**src/rtl/sat_lane_adder.sv**
```systemverilog
module sat_lane_adder #(
  parameter int WIDTH  = 128,
  parameter int BYTE_W = 8
) (
  input  logic             clk,
  input  logic             rst_n,
  input  logic             in_valid,
  input  logic             lane_word,
  input  logic             signed_mode,
  input  logic             wide_mode,
  input  logic [WIDTH-1:0] op_a,
  input  logic [WIDTH-1:0] op_b,
  output logic [WIDTH-1:0] result,
  output logic             out_valid
);
  localparam int WORD_W  = 2 * BYTE_W;
  localparam int N_BYTES = WIDTH / BYTE_W;
  localparam int N_WORDS = WIDTH / WORD_W;
  localparam int HALF    = WIDTH / 2;

  logic [WIDTH-1:0] byte_res, word_res, full_res, next_res;

  for (genvar i = 0; i < N_BYTES; i++) begin : g_byte
    logic [BYTE_W-1:0] a, b;
    logic [BYTE_W:0]   s;
    logic              ovf_s;
    assign a     = op_a[i*BYTE_W +: BYTE_W];
    assign b     = op_b[i*BYTE_W +: BYTE_W];
    assign s     = {1'b0, a} + {1'b0, b};
    assign ovf_s = (a[BYTE_W-1] == b[BYTE_W-1]) && (s[BYTE_W-1] != a[BYTE_W-1]);
    always_comb begin
      if (signed_mode)
        byte_res[i*BYTE_W +: BYTE_W] = ovf_s ? {a[BYTE_W-1], {(BYTE_W-1){~a[BYTE_W-1]}}}
                                             : s[BYTE_W-1:0];
      else
        byte_res[i*BYTE_W +: BYTE_W] = s[BYTE_W] ? {BYTE_W{1'b1}} : s[BYTE_W-1:0];
    end
  end

  for (genvar j = 0; j < N_WORDS; j++) begin : g_word
    logic [WORD_W-1:0] a, b;
    logic [WORD_W:0]   s;
    logic              ovf_s;
    assign a     = op_a[j*WORD_W +: WORD_W];
    assign b     = op_b[j*WORD_W +: WORD_W];
    assign s     = {1'b0, a} + {1'b0, b};
    assign ovf_s = (a[WORD_W-1] == b[WORD_W-1]) && (s[WORD_W-1] != a[WORD_W-1]);
    always_comb begin
      if (signed_mode)
        word_res[j*WORD_W +: WORD_W] = ovf_s ? {a[WORD_W-1], {(WORD_W-1){~a[WORD_W-1]}}}
                                             : s[WORD_W-1:0];
      else
        word_res[j*WORD_W +: WORD_W] = s[WORD_W] ? {WORD_W{1'b1}} : s[WORD_W-1:0];
    end
  end

  assign full_res = lane_word ? word_res : byte_res;
  assign next_res = wide_mode ? full_res : {{HALF{1'b0}}, full_res[HALF-1:0]};

  always_ff @(posedge clk) begin
    if (!rst_n) begin
      result    <= '0;
      out_valid <= 1'b0;
    end else begin
      out_valid <= in_valid;
      if (in_valid) result <= next_res;
    end
  end

  a_r7_valid_follows: assert property (@(posedge clk) disable iff (!rst_n)
    in_valid |=> out_valid);
  a_r7_no_spurious_valid: assert property (@(posedge clk) disable iff (!rst_n)
    !in_valid |=> !out_valid);
  a_r8_hold_when_idle: assert property (@(posedge clk) disable iff (!rst_n)
    !in_valid |=> $stable(result));
  a_r6_upper_zero: assert property (@(posedge clk) disable iff (!rst_n)
    (in_valid && !wide_mode) |=> (result[WIDTH-1:HALF] == '0));
  a_r2_no_wrap_low: assert property (@(posedge clk) disable iff (!rst_n)
    (in_valid && !signed_mode && !lane_word) |=>
      (result[BYTE_W-1:0] >= $past(op_a[BYTE_W-1:0])));
  a_r5_pos_stays_pos: assert property (@(posedge clk) disable iff (!rst_n)
    (in_valid && signed_mode && lane_word && !op_a[WORD_W-1] && !op_b[WORD_W-1]) |=>
      !result[WORD_W-1]);
  a_r9_reset_clear: assert property (@(posedge clk)
    !rst_n |=> (result == '0 && !out_valid));
endmodule

```
**config.mk**
```make
export PLATFORM = sky130hd
export DESIGN_NAME = sat_lane_adder
export DESIGN_NICKNAME = d
export VERILOG_FILES = /design/src/rtl/sat_lane_adder.sv
export SDC_FILE = /design/constraint.sdc
export NUM_CORES = 1
export LEC_CHECK = 0
export ABC_AREA = 0
export CAP_MARGIN = 20
export CORE_ASPECT_RATIO = 1.5
export CORE_MARGIN = 1.5
export CORE_UTILIZATION = 30
export CTS_BUF_LIST = sky130_fd_sc_hd__clkbuf_8
export DETAILED_ROUTE_END_ITERATION = 12
export PLACE_DENSITY_LB_ADDON = 0.25
export SLEW_MARGIN = 10
export SYNTH_ARGS = -nofsm -noshare
export SYNTH_HDL_FRONTEND = slang
export SYNTH_SLANG_ARGS = --single-unit
```
**constraint.sdc**
```tcl
create_clock -name clk -period 5.5 [get_ports clk]
set_clock_uncertainty 0.15 [all_clocks]
set_input_delay 1.1 -clock clk [delete_from_list [all_inputs] [get_ports clk]]
set_output_delay 1.1 -clock clk [all_outputs]
set_load 0.005 [all_outputs]
```
## Yosys cells after proc, flatten, opt, wreduce, memory -nomap -nowiden

Cells that the tools add are included.

| cells by class | value |
|---|---|
| add/sub/neg operators | 24 |
| equality and inequality tests | 40 |
| mux-type cells | 74 |
| bitwise gates (word level) | 16 |
| reduce and logical (&&, ||, !) cells | 24 |

Operators by type and width:

| cell | count |
|---|---|
| 16-bit 2-to-1 mux | 24 |
| 8-bit 2-to-1 mux | 48 |
| 128-bit 2-to-1 mux | 2 |
| 8-bit by 8-bit adder with 9-bit output | 16 |
| 16-bit by 16-bit adder with 17-bit output | 8 |
| 1-bit logical AND | 24 |
| 1-bit != test | 24 |
| 1-bit equality test | 16 |
| 1-bit inverter | 16 |

| storage, ports and cells | value |
|---|---|
| bits in registers | 129 |
| input bits | 262 |
| output and inout bits | 129 |
| logic and storage cells | 180 |

## Depth between registers and ports, before layout

Gate-level depths: netlist of the first run.

| logic depth | value |
|---|---|
| word-level depth | 7 |
| depth in mapped cells | 17 |

## Worst setup path after synthesis of the first run

Ideal clock, no wire load.

| timing | value |
|---|---|
| path type | input -> register |
| from | input port op_a[99] |
| to | register result[106] |
| setup time | 0.117 ns |
| arrival | 4.313 ns |
| required time | 5.233 ns |
| setup slack | 0.920 ns |
| stages on the path | 16 |
| cells stage by stage | ha_1 nand3_1 o211ai_1 nor2b_1 o21a_1 o21ai_0 a31oi_1 o21ai_0 fa_1 xnor2_1 nor2_1 nand2_1 o21ai_0 a21oi_1 and2_1 a32o_1 |

| between the ends | value |
|---|---|
| word-level cells in the longest chain between the ends | 7 |

Ends and longest elaborated chain:

| what | line | RTL |
|---|---|---|
| start: declaration | 11 | `input logic [WIDTH-1:0] op_a,` |
| 16-bit by 16-bit adder with 17-bit output (*) | 46 | `assign s = {1'b0, a} + {1'b0, b};` |
| 1-bit != test | 47 | `assign ovf_s = (a[WORD_W-1] == b[WORD_W-1]) && (s[WORD_W-1] != a[WORD_W-1]);` |
| 1-bit logical AND | 47 |  |
| 16-bit 2-to-1 mux | 50 | `word_res[j*WORD_W +: WORD_W] = ovf_s ? {a[WORD_W-1], {(WORD_W-1){~a[WORD_W-1]}}}` |
| 16-bit 2-to-1 mux (*) | 49 | `if (signed_mode)` |
| 128-bit 2-to-1 mux (*) | 57 | `assign full_res = lane_word ? word_res : byte_res;` |
| 128-bit 2-to-1 mux (*) | 58 | `assign next_res = wide_mode ? full_res : {{HALF{1'b0}}, full_res[HALF-1:0]};` |
| end signal: assignment | 66 | `if (in_valid) result <= next_res;` |
| end: declaration | 13 | `output logic [WIDTH-1:0] result,` |

Mark *: on every way between the ends. The rest lies on a longest branch, timed or not.
A chain may end at the register's enable or synchronous reset.

## Final worst setup path of the first run

| timing | value |
|---|---|
| from | input port op_a[97] |
| to | register result[106] |

Same word-level chain as after synthesis.

==> impl_metrics.xml, run 1 <==
<?xml version="1.0" encoding="UTF-8"?>
<metrics>
  <group name="finish">
    <metric name="nNetsFinal" unit="">2665</metric>
    <metric name="layout.cells.most_common" unit="">sky130_fd_sc_hd__clkdlybuf4s50_1</metric>
    <metric name="fin_area" unit="µm²">19200</metric>
    <metric name="drive_above_1_share" unit="%">5.04</metric>
    <metric name="finalNonFillerCells" unit="">2855</metric>
    <metric name="area_growth" unit="%">34.5</metric>
    <metric name="nFillCells" unit="">4858</metric>
    <metric name="final_cell_mix" unit="">sky130_fd_sc_hd__clkdlybuf4s50_1, sky130_fd_sc_hd__o21ai_0, sky130_fd_sc_hd__nand2_1</metric>
  </group>
  <group name="placement">
    <metric name="place_inst" unit="">2821</metric>
    <metric name="dpl-instance-area" unit="µm²">18700</metric>
    <metric name="place.port_buffers" unit="">390</metric>
    <metric name="dpl.hpwl" unit="mm">45.1</metric>
    <metric name="routabilityCongestion" unit="">0.906</metric>
  </group>
  <group name="timing">
    <metric name="timing_worst_slew_pin_value" unit="ps">1100</metric>
    <metric name="final_hold_viol_count" unit="">0</metric>
    <metric name="share_of_the_clock_period_used_by_the_worst_path_after_layout" unit="%">89.7</metric>
    <metric name="drv_slew" unit="">0</metric>
    <metric name="max_slew_margin" unit="%">26.6</metric>
    <metric name="period_needed" unit="ps">4940</metric>
    <metric name="max_freq" unit="GHz">0.203</metric>
    <metric name="grt_setup_unrepaired" unit="">false</metric>
    <metric name="number_of_endpoints_failing_setup_at_the_final_stage" unit="">0</metric>
    <metric name="setup_tns" unit="ps">0</metric>
  </group>
  <group name="worst_setup_path">
    <metric name="cp.required" unit="ps">5760</metric>
    <metric name="timing.critical_path.to_type" unit="">register</metric>
    <metric name="r2r_cells" unit="">2</metric>
    <metric name="timing.critical_path.fanout_max" unit="">6</metric>
    <metric name="timing.rr.start" unit="">result[109]</metric>
    <metric name="path_class" unit="">input port to register</metric>
    <metric name="worst_setup_path_start_kind" unit="">input port</metric>
    <metric name="timing.reg2reg.setup_slack" unit="ps">4340</metric>
    <metric name="worst-endpoint-arrival" unit="ps">5190</metric>
    <metric name="reg2reg_to" unit="">result[109]</metric>
  </group>
  <group name="route">
    <metric name="drc" unit="">0</metric>
    <metric name="firstDrtPassIters" unit="">5</metric>
    <metric name="num_vias" unit="">15900</metric>
    <metric name="wirelength" unit="mm">56.7</metric>
    <metric name="routed_via_density" unit="">5.56</metric>
    <metric name="drt_iter0_drcs" unit="">609</metric>
    <metric name="route.antenna.remaining_nets" unit="">0</metric>
    <metric name="routed_wire_length_per_instance" unit="µm">19.9</metric>
  </group>
  <group name="job">
    <metric name="maxCapViolations" unit="">0</metric>
  </group>
  <group name="global_routing">
    <metric name="grt_use_total" unit="%">22.8</metric>
    <metric name="remaining_global_route_overflow" unit="">0</metric>
    <metric name="grt_first_pass_wirelength" unit="mm">88.3</metric>
    <metric name="antenna_found_initial" unit="">2</metric>
    <metric name="grt_start_max_net_pins" unit="">54</metric>
    <metric name="grt_pass1_vias" unit="">16200</metric>
  </group>
  <group name="synthesis">
    <metric name="post_synth_num_cell_types" unit="">85</metric>
    <metric name="synth_nets" unit="">2327</metric>
    <metric name="synth-seq-cells" unit="">129</metric>
    <metric name="syn_area_per_cell" unit="µm²">7.49</metric>
    <metric name="synth.cell_area" unit="µm²">14300</metric>
    <metric name="synth_warnings" unit="">0</metric>
    <metric name="synth_top_cells_by_area" unit="">sky130_fd_sc_hd__dfxtp_1, sky130_fd_sc_hd__ha_1, sky130_fd_sc_hd__o21ai_0</metric>
    <metric name="post-synth-top-area-cell" unit="">sky130_fd_sc_hd__dfxtp_1</metric>
    <metric name="yosysTopAreaCellShare" unit="%">18.0</metric>
    <metric name="gate_count_after_technology_mapping" unit="">1909</metric>
    <metric name="dominantRegCellSynth" unit="">sky130_fd_sc_hd__dfxtp_1</metric>
    <metric name="asyncSetResetFlopFracSynth" unit="%">0</metric>
    <metric name="edff_count_synth" unit="">0</metric>
    <metric name="synth_sequential_area_ratio" unit="%">18.0</metric>
  </group>
  <group name="die">
    <metric name="die_height" unit="µm">270</metric>
    <metric name="initial_core_util" unit="%">30.5</metric>
    <metric name="floorplan.die.width" unit="µm">181</metric>
    <metric name="io_pins" unit="">391</metric>
    <metric name="fp.coreArea" unit="µm²">46800</metric>
    <metric name="std_cell_rows" unit="">97</metric>
    <metric name="design.die.area" unit="µm²">49000</metric>
  </group>
  <group name="clocking">
    <metric name="htree_num_levels" unit="">4</metric>
    <metric name="postCtsHoldBufs" unit="">0</metric>
    <metric name="cts_buffer_depth" unit="">2</metric>
    <metric name="post_cts.repair.setup_buffers" unit="">0</metric>
    <metric name="cts_inserted_buffers" unit="">17</metric>
    <metric name="cts.root.buffer_cell" unit="">sky130_fd_sc_hd__clkbuf_8</metric>
    <metric name="tritoncts" unit="">done</metric>
    <metric name="cts_sinks" unit="">129</metric>
    <metric name="clock_latency" unit="ps">520</metric>
    <metric name="cts_repair_resize_count" unit="">0</metric>
    <metric name="clk_pin_slew_worst_paths" unit="ps">80</metric>
  </group>
  <group name="power_and_ir_drop">
    <metric name="cellPowerDensity" unit="nW/µm²">209</metric>
    <metric name="total_power" unit="mW">4.03</metric>
    <metric name="p_leak" unit="nW">7.68</metric>
    <metric name="power.ir.vdd_worst" unit="mV">0.152</metric>
  </group>
  <group name="worst_hold_path">
    <metric name="hold_path_end" unit="">result[87]</metric>
    <metric name="timing.hold.worst.start" unit="">result[87]</metric>
    <metric name="min_path_cells" unit="">2</metric>
    <metric name="worstHoldPathType" unit="">register to register</metric>
  </group>
  <group name="status">
    <metric name="status" unit="">completed</metric>
  </group>
</metrics>
-- synthesized netlist by cell type, drive strengths merged (14+ instances only) --
cell type,count
a211oi,31
a21boi,17
a21o,65
a21oi,169
a31oi,29
and2,20
buf,31
clkbuf,70
dfxtp,129
fa,28
ha,128
inv,74
nand2,174
nand2b,30
nand3,35
nor2,127
nor2b,41
nor3,37
o211ai,34
o21a,41
o21ai,219
o21bai,21
o221ai,20
o31ai,14
or2,15
or3,18
xnor2,74
xor2,42
-- routing by layer --
metal / track usage, % / wire (µm) / share of wire, %
met5: 0 / 15 / 0.026
met3: 3.58 / 2780 / 4.9
met4: 12.5 / 2640 / 4.7
met1: 22.4 / 20300 / 36
met2: 44.8 / 31000 / 55
-- per-stage QoR --
| stage | hold slack [ps] | setup slack [ps] | util (%) |
|---|---|---|---|
| after global placement | 282 | 180 | 40.0 |
| after CTS | 300 | 665 | 41.0 |
| final | 296 | 565 | 41.1 |
| after floorplan | 285 | 920 | - |
| after global routing | 324 | 274 | 41.1 |
| after detailed placement | 287 | 89.0 | 40.0 |
-- power breakdown --
group          leakage [nW]  switching [mW]  total (mW)  internal, mW
registers              1.06          0.0586        1.08          1.02
clock network         0.234           0.466        1.03         0.564
logic                  6.38            1.01        1.92         0.906
total                  7.68            1.54        4.03          2.49
-- area by class of cell --
type	instances	area, µm²	area share, %
inverters	75	282	1.46
flip-flops and latches	129	2580	13.4
multi-input cells	1604	11000	57.3
clock inverters	13	209	1.09
well taps	594	743	3.86
clock buffers	19	262	1.36
repair buffers	420	4130	21.4
diodes	1	2.50	0.0130
-- worst max-delay path, cell delays in order --
cell                              delay [ps]
sky130_fd_sc_hd__clkdlybuf4s50_1         460
sky130_fd_sc_hd__ha_1                    300
sky130_fd_sc_hd__a21oi_1                 220
sky130_fd_sc_hd__o211ai_1                160
sky130_fd_sc_hd__nor2b_1                 220
sky130_fd_sc_hd__o21a_1                  230
sky130_fd_sc_hd__o21ai_0                 160
sky130_fd_sc_hd__a31oi_1                 280
sky130_fd_sc_hd__o21ai_0                 160
sky130_fd_sc_hd__fa_1                    480
sky130_fd_sc_hd__xnor2_1                 160
sky130_fd_sc_hd__nor2_1                  280
sky130_fd_sc_hd__nand2_1                 120
sky130_fd_sc_hd__o21ai_0                 270
sky130_fd_sc_hd__a21oi_1                 130
sky130_fd_sc_hd__and2_1                  240
sky130_fd_sc_hd__a32o_1                  210
-- state kept, by name, summed over array words and instances, names as in the netlist --
name,count
out_valid,1
result,128
-- kinds of logic after synthesis --
logic type	count (synthesis)	share of synthesized area [%]
compound gates	784	36.3
simple gates	538	17.8
buf+inv	176	4.89
fa+ha+maj	156	15.1
flops	129	18.0
xor+xnor	116	7.10
mux	10	0.726
-- worst max-delay path by stage --
stage	from	end	depth (start not counted)
final	op_a[97]	result[106]	17
after global routing	op_a[67]	result[69]	16
after CTS	op_a[97]	result[106]	17
after detailed placement	op_a[97]	result[106]	17
after global placement	op_a[97]	result[106]	17
after floorplan	op_a[99]	result[106]	16
No activity file was read; power rests on OpenSTA's default activity.
==> run 2, diff against run 1 <==
Settings changed: CTS_CLUSTER_SIZE from default to 16, GPL_TIMING_DRIVEN from default to 0.
==> impl_metrics.xml, run 2 (synthesized netlist as in run 1, its figures left out) <==
<?xml version="1.0" encoding="UTF-8"?>
<metrics>
  <group name="status">
    <metric name="status" unit="">completed</metric>
  </group>
  <group name="worst_setup_path">
    <metric name="timing.critical_path.fanout_max" unit="">10</metric>
    <metric name="timing.rr.start" unit="">result[109]</metric>
    <metric name="timing.critical_path.to_type" unit="">register</metric>
    <metric name="r2r_cells" unit="">2</metric>
    <metric name="cp.required" unit="ps">5720</metric>
    <metric name="worst-endpoint-arrival" unit="ps">5530</metric>
    <metric name="worst_setup_path_start_kind" unit="">input port</metric>
    <metric name="reg2reg_to" unit="">result[109]</metric>
    <metric name="path_class" unit="">input port to register</metric>
    <metric name="timing.reg2reg.setup_slack" unit="ps">4420</metric>
  </group>
  <group name="clocking">
    <metric name="cts.root.buffer_cell" unit="">sky130_fd_sc_hd__clkbuf_8</metric>
    <metric name="cts_sinks" unit="">129</metric>
    <metric name="cts_inserted_buffers" unit="">17</metric>
    <metric name="htree_num_levels" unit="">4</metric>
    <metric name="cts_buffer_depth" unit="">2</metric>
    <metric name="clock_latency" unit="ps">510</metric>
    <metric name="clk_pin_slew_worst_paths" unit="ps">80</metric>
    <metric name="tritoncts" unit="">done</metric>
    <metric name="post_cts.repair.setup_buffers" unit="">0</metric>
  </group>
  <group name="finish">
    <metric name="final_core_util" unit="%">41.4</metric>
    <metric name="nNetsFinal" unit="">2734</metric>
    <metric name="final_cell_mix" unit="">sky130_fd_sc_hd__clkdlybuf4s50_1, sky130_fd_sc_hd__o21ai_0, sky130_fd_sc_hd__nand2_1</metric>
    <metric name="layout.cells.most_common" unit="">sky130_fd_sc_hd__clkdlybuf4s50_1</metric>
    <metric name="drive_above_1_share" unit="%">4.47</metric>
    <metric name="largest_reg_flops" unit="">128</metric>
    <metric name="reg_top3" unit="">result x128, out_valid x1</metric>
    <metric name="area_growth" unit="%">35.4</metric>
    <metric name="nFillCells" unit="">4833</metric>
    <metric name="largest_register_by_flop_count" unit="">result</metric>
  </group>
  <group name="global_routing">
    <metric name="antenna_found_initial" unit="">1</metric>
    <metric name="grt_use_total" unit="%">25.8</metric>
    <metric name="grt_first_pass_wirelength" unit="mm">96.6</metric>
    <metric name="grt_start_max_net_pins" unit="">17</metric>
    <metric name="remaining_global_route_overflow" unit="">0</metric>
    <metric name="grt_pass1_vias" unit="">16800</metric>
  </group>
  <group name="timing">
    <metric name="drv_slew" unit="">0</metric>
    <metric name="max_freq" unit="GHz">0.188</metric>
    <metric name="timing_worst_slew_pin_value" unit="ps">1230</metric>
    <metric name="grt_setup_unrepaired" unit="">false</metric>
    <metric name="max_slew_margin" unit="%">18.3</metric>
    <metric name="share_of_the_clock_period_used_by_the_worst_path_after_layout" unit="%">96.7</metric>
    <metric name="final_hold_viol_count" unit="">0</metric>
    <metric name="period_needed" unit="ps">5320</metric>
    <metric name="number_of_endpoints_failing_setup_at_the_final_stage" unit="">0</metric>
  </group>
  <group name="job">
    <metric name="maxCapViolations" unit="">0</metric>
  </group>
  <group name="worst_hold_path">
    <metric name="timing.hold.worst.start" unit="">result[94]</metric>
    <metric name="min_path_cells" unit="">2</metric>
    <metric name="hold_path_end" unit="">result[94]</metric>
    <metric name="worstHoldPathType" unit="">register to register</metric>
  </group>
  <group name="route">
    <metric name="route.antenna.remaining_nets" unit="">0</metric>
    <metric name="firstDrtPassIters" unit="">6</metric>
    <metric name="wirelength" unit="mm">64.4</metric>
    <metric name="routed_wire_length_per_instance" unit="µm">22.0</metric>
    <metric name="drt_iter0_drcs" unit="">861</metric>
    <metric name="num_vias" unit="">16500</metric>
    <metric name="drc" unit="">0</metric>
    <metric name="routed_via_density" unit="">5.64</metric>
  </group>
  <group name="placement">
    <metric name="dpl.hpwl" unit="mm">51.8</metric>
    <metric name="place.port_buffers" unit="">387</metric>
    <metric name="routabilityCongestion" unit="">0.907</metric>
  </group>
  <group name="die">
    <metric name="fp.coreArea" unit="µm²">46800</metric>
    <metric name="die_height" unit="µm">270</metric>
    <metric name="io_pins" unit="">391</metric>
    <metric name="design.die.area" unit="µm²">49000</metric>
    <metric name="initial_core_util" unit="%">30.5</metric>
    <metric name="std_cell_rows" unit="">97</metric>
    <metric name="floorplan.die.width" unit="µm">181</metric>
  </group>
  <group name="power_and_ir_drop">
    <metric name="total_power" unit="mW">4.03</metric>
    <metric name="p_leak" unit="nW">7.68</metric>
    <metric name="power.ir.vdd_worst" unit="mV">0.148</metric>
    <metric name="cellPowerDensity" unit="nW/µm²">208</metric>
  </group>
</metrics>
## run 2: cell types whose count changed in the layout (fill, tap and decap cells not counted), sizes merged
cell,delta
inv,+1
clkinv,-2
clkinvlp,+2
bufinv,-1
clkdlybuf4s50,+1
buf,-2
clkbuf,+70
## run 2: where the power goes
group	internal, mW	switching, mW	total, mW
clock network	0.517	0.468	0.986
logic	0.895	1.07	1.97
registers	1.02	0.0582	1.08
## run 2: layout make-up
cell class,instances,area [µm²],share of cell area (%)
Clock buffer,19,262,1.35
Tap cell,594,743,3.84
Multi-Input combinational cell,1604,11000,56.9
Antenna cell,1,2.50,0.0129
Sequential cell,129,2580,13.3
Timing Repair Buffer,388,3880,20.0
Buffer,101,418,2.16
Inverter,75,282,1.45
Clock inverter,13,183,0.943
## run 2: what timing repair did
item	in CTS	in global routing
hold buffers	0	0
gates resized for setup	0	2
setup endpoints to repair	0	5
## run 2: routing by layer
metal | up-vias | part of all wire [%] | global-route usage [%]
li1 | 7867 | - | -
met1 | 7822 | 36 | 26.8
met2 | 638 | 53 | 49.1
met3 | 170 | 5.3 | 3.58
met4 | 0 | 5.6 | 14.2
met5 | - | 0 | 0
## run 2: through the flow
stage	setup TNS, ps	worst slack (ps)	hold slack, ps	instance area, µm²	std cells
CTS	0	44.8	293	19400	2923
finish	0	182	289	19400	2924
global placement	-3060	-456	280	18900	2890
floorplan	0	920	285	14300	1909
global route	0	40.8	308	19400	2924
detailed placement	-3370	-474	281	18900	2891
## run 2: worst max-delay path by stage
stage,startpoint,end,slack (ps),cells after the start
4_1_cts,op_a[97],result[110],40,18
3_3_place_gp,op_a[97],result[110],-460,18
2_1_floorplan,op_a[99],result[106],920,16
6_report,signed_mode,result[23],180,8
3_5_place_dp,op_a[97],result[110],-470,18
5_1_grt,op_a[97],result[110],40,18
## run 2: critical path, cell delays in order
cell and delay (ps):
sky130_fd_sc_hd__clkdlybuf4s50_1 800, sky130_fd_sc_hd__clkbuf_1 830, sky130_fd_sc_hd__buf_2 500, sky130_fd_sc_hd__buf_1 780, sky130_fd_sc_hd__clkbuf_1 970, sky130_fd_sc_hd__a21oi_1 90, sky130_fd_sc_hd__a211oi_1 280, sky130_fd_sc_hd__o221ai_1 170
